<file path="src/rtl/bfx_pkg.sv">
package bfx_pkg;
  localparam int OP_W = 3;
  typedef enum logic [OP_W-1:0] {
    OP_SEXT = 3'd0,
    OP_UEXT = 3'd1,
    OP_MASK = 3'd2,
    OP_INS  = 3'd3,
    OP_FUN  = 3'd4
  } bfx_op_e;
endpackage

</file>
<file path="src/rtl/bfx_extract.sv">
module bfx_extract #(
  parameter int DW = 32,
  localparam int PW = $clog2(DW)
) (
  input  logic [DW-1:0] src,
  input  logic [PW-1:0] pos,
  input  logic [PW-1:0] width,
  output logic [DW-1:0] sext,
  output logic [DW-1:0] uext
);
  logic [DW-1:0] low_m;
  logic [DW-1:0] field;
  logic [PW-1:0] top_idx;
  logic          sgn;

  always_comb begin
    low_m   = ~({DW{1'b1}} << width);
    field   = (src >> pos) & low_m;
    top_idx = width - PW'(1);
    sgn     = (width != '0) ? field[top_idx] : 1'b0;
    uext    = field;
    sext    = sgn ? (field | ~low_m) : field;
  end
endmodule

</file>
<file path="src/rtl/bfx_mask_insert.sv">
module bfx_mask_insert #(
  parameter int DW = 32,
  localparam int PW = $clog2(DW)
) (
  input  logic [DW-1:0] a,
  input  logic [DW-1:0] b,
  input  logic [PW-1:0] pos,
  input  logic [PW-1:0] width,
  output logic [DW-1:0] mask,
  output logic [DW-1:0] b_shl,
  output logic [DW-1:0] ins
);
  logic [DW-1:0] low_m;

  always_comb begin
    low_m = ~({DW{1'b1}} << width);
    mask  = low_m << pos;
    b_shl = b << pos;
    ins   = (a & ~mask) | (b_shl & mask);
  end
endmodule

</file>
<file path="src/rtl/bfx_funnel.sv">
module bfx_funnel #(
  parameter int DW = 32,
  localparam int PW = $clog2(DW)
) (
  input  logic [DW-1:0] a,
  input  logic [DW-1:0] b,
  input  logic [PW-1:0] pos,
  output logic [DW-1:0] res
);
  logic [2*DW-1:0] pair;

  always_comb begin
    pair = {b, a} << pos;
    res  = pair[2*DW-1:DW];
  end
endmodule

</file>
<file path="src/rtl/bfx_unit.sv">
module bfx_unit
  import bfx_pkg::*;
#(
  parameter int DW      = 32,
  parameter bit REG_OUT = 1'b1,
  localparam int PW     = $clog2(DW)
) (
  input  logic            clk,
  input  logic            rst_n,
  input  logic            in_valid,
  output logic            in_ready,
  input  logic [OP_W-1:0] op,
  input  logic [DW-1:0]   src_a,
  input  logic [DW-1:0]   src_b,
  input  logic [PW-1:0]   pos,
  input  logic [PW-1:0]   width,
  output logic            out_valid,
  input  logic            out_ready,
  output logic [DW-1:0]   out_pri,
  output logic [DW-1:0]   out_sec,
  output logic            out_wr
);
  logic [DW-1:0] x_sext, x_uext, m_mask, m_bshl, m_ins, f_res;
  logic [DW-1:0] c_pri, c_sec;
  logic          c_wr, fits, fire;
  logic [PW:0]   span;

  bfx_extract #(.DW(DW)) u_ext (
    .src(src_a), .pos(pos), .width(width), .sext(x_sext), .uext(x_uext));

  bfx_mask_insert #(.DW(DW)) u_mi (
    .a(src_a), .b(src_b), .pos(pos), .width(width),
    .mask(m_mask), .b_shl(m_bshl), .ins(m_ins));

  bfx_funnel #(.DW(DW)) u_fun (
    .a(src_a), .b(src_b), .pos(pos), .res(f_res));

  always_comb begin
    span  = {1'b0, pos} + {1'b0, width};
    fits  = span <= (PW+1)'(DW-1);
    c_pri = '0;
    c_sec = '0;
    c_wr  = 1'b0;
    case (bfx_op_e'(op))
      OP_SEXT: if (fits) begin c_pri = x_sext; c_wr = 1'b1; end
      OP_UEXT: begin c_pri = x_uext; c_wr = 1'b1; end
      OP_MASK: if (fits) begin c_pri = m_bshl; c_sec = m_mask; c_wr = 1'b1; end
      OP_INS:  if (fits) begin c_pri = m_ins; c_wr = 1'b1; end
      OP_FUN:  begin c_pri = f_res; c_wr = 1'b1; end
      default: ;
    endcase
  end

  assign fire = in_valid && in_ready;

  generate
    if (REG_OUT) begin : g_reg
      logic          v_q, w_q;
      logic [DW-1:0] p_q, s_q;
      assign in_ready = !v_q || out_ready;
      always_ff @(posedge clk or negedge rst_n) begin
        if (!rst_n) begin
          v_q <= 1'b0;
          w_q <= 1'b0;
          p_q <= '0;
          s_q <= '0;
        end else if (in_ready) begin
          v_q <= in_valid;
          if (in_valid) begin
            w_q <= c_wr;
            p_q <= c_pri;
            s_q <= c_sec;
          end
        end
      end
      assign out_valid = v_q;
      assign out_wr    = w_q;
      assign out_pri   = p_q;
      assign out_sec   = s_q;

      assert_hold_R9: assert property (@(posedge clk) disable iff (!rst_n)
        out_valid && !out_ready |=> out_valid && $stable(out_pri) && $stable(out_sec) && $stable(out_wr));
      assert_accept_R9: assert property (@(posedge clk) disable iff (!rst_n)
        fire |=> out_valid);
    end else begin : g_comb
      assign in_ready  = out_ready;
      assign out_valid = in_valid;
      assign out_wr    = c_wr;
      assign out_pri   = c_pri;
      assign out_sec   = c_sec;
    end
  endgenerate

  assert_mask_width_R3: assert property (@(posedge clk) disable iff (!rst_n)
    fire && op == OP_MASK && fits |-> $countones(c_sec) == int'(width));
  assert_uext_bits_R2: assert property (@(posedge clk) disable iff (!rst_n)
    fire && op == OP_UEXT |-> $countones(c_pri) <= int'(width));
  assert_rotate_R5: assert property (@(posedge clk) disable iff (!rst_n)
    fire && op == OP_FUN && src_a == src_b |-> $countones(c_pri) == $countones(src_a));
  assert_sec_zero_R8: assert property (@(posedge clk) disable iff (!rst_n)
    fire && op != OP_MASK |-> c_sec == '0);
  assert_guard_R6: assert property (@(posedge clk) disable iff (!rst_n)
    fire && !fits && (op == OP_SEXT || op == OP_MASK || op == OP_INS) |-> !c_wr && c_pri == '0);
endmodule

</file>
<file path="config.mk">
export PLATFORM = sky130hd
export DESIGN_NAME = bfx_unit
export DESIGN_NICKNAME = d
export VERILOG_FILES = /design/src/rtl/bfx_pkg.sv /design/src/rtl/bfx_extract.sv /design/src/rtl/bfx_mask_insert.sv /design/src/rtl/bfx_funnel.sv /design/src/rtl/bfx_unit.sv
export SDC_FILE = /design/constraint.sdc
export NUM_CORES = 1
export LEC_CHECK = 0
export BUFFER_PORTS_ARGS = -buffer_cell sky130_fd_sc_hd__buf_2
export CELL_PAD_IN_SITES_DETAIL_PLACEMENT = 0
export CELL_PAD_IN_SITES_GLOBAL_PLACEMENT = 1
export CORE_ASPECT_RATIO = 0.6
export CORE_UTILIZATION = 30
export CTS_CLUSTER_DIAMETER = 150
export DETAILED_ROUTE_END_ITERATION = 10
export PLACE_DENSITY = 0.61
export SETUP_SLACK_MARGIN = 0.05
export SYNTH_ARGS = -nofsm -noshare
export SYNTH_HDL_FRONTEND = slang
export SYNTH_HIERARCHICAL = 1
export SYNTH_SLANG_ARGS = --single-unit
</file>
<file path="constraint.sdc">
create_clock -name clk -period 1.9 [get_ports clk]
set_input_delay 0.19 -clock clk [delete_from_list [all_inputs] [get_ports clk]]
set_output_delay 0.19 -clock clk [all_outputs]
set_load 0.01 [all_outputs]
</file>
==> results.json <==
{
  "synth_ff_type": "dfrtp_1",
  "worstPathMaxFanout": 7,
  "setup_viol": 65,
  "cts_buffers": 9,
  "vias_per_cell": 6.30,
  "grt_first_pass_wirelength_um": 134000,
  "place_congestion": 1.05,
  "ys_async_sr_fraction_pct": 100,
  "place_area_mm2": 0.0206,
  "finalCriticalPeriod_ns": 3.22,
  "grt_max_degree": 89,
  "ys_types": 109,
  "worst_hold_path_type": "input port to flip-flop",
  "die_area_mm2": 0.0498,
  "violations": "setup timing",
  "hold_ws_ns": 0.0935,
  "drc_errors": 0,
  "syn_area_mm2": 0.0147,
  "timing.max_cap.violations": 0,
  "fillers": 4702,
  "final_common_cell": "buf_4",
  "ir_worst_vdd_mv": 0.327,
  "tightest_slew_ns": 0.784,
  "synth.net_count": 1805,
  "totalWireLength_um": 98400,
  "grt_pass1_vias": 17700,
  "crit_type": "input port to flip-flop",
  "drive_above_1_share_pct": 52.3,
  "period_share_pct": 170,
  "globalRouteMet3Util_pct": 15.9,
  "grtUsageTotal_pct": 37.3,
  "powerDensity_mw_per_mm2": 467,
  "antenna_left": 0,
  "power.share.switching_pct": 45.8,
  "multi_input_area_mm2": 0.0127,
  "start_util_pct": 30.6,
  "setup_slack_ns": -1.32,
  "dp_hpwl_um": 77100,
  "use_met2_pct": 46.0,
  "wl_per_cell_um": 31.8,
  "critPathLaunchType": "input port",
  "cts.clk_slew.worst_paths_ns": 0.06,
  "syn_inst": 1714,
  "num_io_pins": 148,
  "syn_to_final_growth_pct": 56.4,
  "final_cell_area_mm2": 0.0230,
  "p_clk_share_pct": 16.6,
  "synthesis.area_per_instance_um2": 8.56,
  "seq_area_mm2": 0.00165,
  "hold_viol": 0,
  "top_usage_layer": "met1",
  "die-height_um": 173,
  "gr-total-overflow": 0,
  "ctsHtreeMaxLevel": 3,
  "synth_warnings": 6,
  "yosysTopAreaCell": "dfrtp_1",
  "comb_power_share_pct": 68.3,
  "die_w_um": 288,
  "internal_power_mw": 5.81,
  "ys_seq_elements": 66,
  "clock-root-buffer": "clkbuf_16",
  "tritoncts": "built",
  "dr.pass1.iters": 5,
  "nets": 2538,
  "cp.required_ns": 2.13,
  "cp.arrival_ns": 3.45,
  "antenna_found_initial": 7,
  "drtIter0Drc": 2864,
  "seqPwrFrac_pct": 15.1,
  "finalClockSkew_ns": 0.00723,
  "maxSlewHeadroom_pct": 47.2,
  "rows": 62,
  "p_leak_nw": 10.3,
  "outcome": "finished, violations left",
  "finalMaxSlewViolations": 0,
  "cp-end-kind": "flip-flop",
  "p_switching_mw": 4.91,
  "place_inst": 2998,
  "io_buffers": 147,
  "layout_common_cells": "buf_4 (664), mux2i_1 (151), nand2_1 (144)",
  "rsz0062_at_grt": "yes",
  "synth_area_leaders": "dfrtp_1 (11%), mux4_2 (11%), mux2i_1 (11%)",
  "synth_top_area_share_pct": 11.3,
  "cts.sinks": 66,
  "fp.coreArea_mm2": 0.0480,
  "max_freq_mhz": 310,
  "grt_use_met1_pct": 58.7,
  "synth-edff-count": 0,
  "final_cell_count_no_fill": 3093,
  "vias": 19500,
  "yosysSeqAreaShare_pct": 11.3,
  "clk_latency_ns": 0.35,
  "clk_path_buf_depth": 2
}
## registers in the layout, summed over array words and instances, names as in the netlist
register / flops
out_pri: 32
out_sec: 32
out_valid: 1
out_wr: 1
## timing repair
action,4_1_cts,5_1_grt
setup buffers,26,37
pin swaps,37,28
resized for setup,162,101
hold buffers,1,0
hold endpoints to repair,66,0
cloned,7,8
endpoints found under the setup margin,65,64
## synth_stat cells, drive strengths merged (37+ instances only)
| library cell | number |
|---|---|
| mux4 | 86 |
| o221ai | 57 |
| dfrtp | 66 |
| nor3 | 38 |
| nand2 | 149 |
| mux2 | 111 |
| a21oi | 86 |
| nor2 | 136 |
| buf | 110 |
| inv | 37 |
| mux2i | 158 |
| a22oi | 60 |
| clkbuf | 62 |
| o21ai | 63 |
## per-layer routing
metal	vias to the layer above	wire [um]
met5	-	13
met4	2	1390
met3	91	15000
met2	1301	36000
met1	9797	46000
li1	8301	-
## critical path, stage by stage
cell and delay, ns:
buf_12 0.11, buf_8 0.14, mux4_2 0.51, mux4_2 0.54, and3b_1 0.19, a31oi_1 0.17
a32oi_2 0.10, or3_4 0.46, a32oi_4 0.41, o221ai_2 0.14, mux2i_1 0.15, nor2_1 0.08
a21oi_2 0.14, o221ai_2 0.10
## worst paths after layout
check,from,to,slack (ns),depth (start not counted)
worst max-delay path,pos[1],out_pri[20],-1.32,14
worst min-delay path,in_valid,out_valid,0.09,2
worst max register to register,out_valid,out_sec[7],0.25,7
worst min register to register,out_wr,out_wr,0.48,1
max in group asynchronous,rst_n,out_pri[24],1.17,3
min in group asynchronous,rst_n,out_sec[15],0.42,3
## kinds of logic after synthesis
logic type | count (synthesis) | synth area share, %
XOR/XNOR | 1 | 0.0597
other | 1 | 0.0256
AO/OA/AOI/OAI | 557 | 29.7
multiplexers | 355 | 33.0
adder cells (fa/ha/maj) | 10 | 0.853
buffers and inverters | 214 | 7.90
AND/OR/NAND/NOR | 510 | 17.2
flip-flops | 66 | 11.3
## cell type report
class | instances | share of cell area (%)
clock inverters | 7 | 0.338
inverters | 42 | 0.709
repair buffers | 893 | 32.0
multi-input cells | 1435 | 55.3
flip-flops and latches | 66 | 7.20
well taps | 640 | 3.49
clock buffers | 9 | 0.981
diodes | 1 | 0.0109
## power by group through the flow
stage	Combinational, mW	Sequential [mW]	Clock [mW]
4_1_cts	6.75	1.61	1.80
3_5_place_dp	6.34	1.64	0
2_1_floorplan	2.92	1.64	0
3_3_place_gp	6.36	1.63	0
5_1_grt	7.52	1.62	1.85
6_report	7.33	1.62	1.78
## through the flow
step / TNS [ns] / setup slack, ns / util [%] / power (mW)
2_1_floorplan: -35.53 / -1.26 / - / 4.56
5_1_grt: -60.35 / -1.40 / 47.8 / 11.0
3_5_place_dp: -85.99 / -1.91 / 42.9 / 7.98
4_1_cts: -45.52 / -1.22 / 45.9 / 10.2
3_3_place_gp: -85.37 / -1.88 / 42.9 / 8.00
6_report: -57.58 / -1.32 / 47.8 / 10.7
Note: power is estimated with default switching activity, not from simulation.
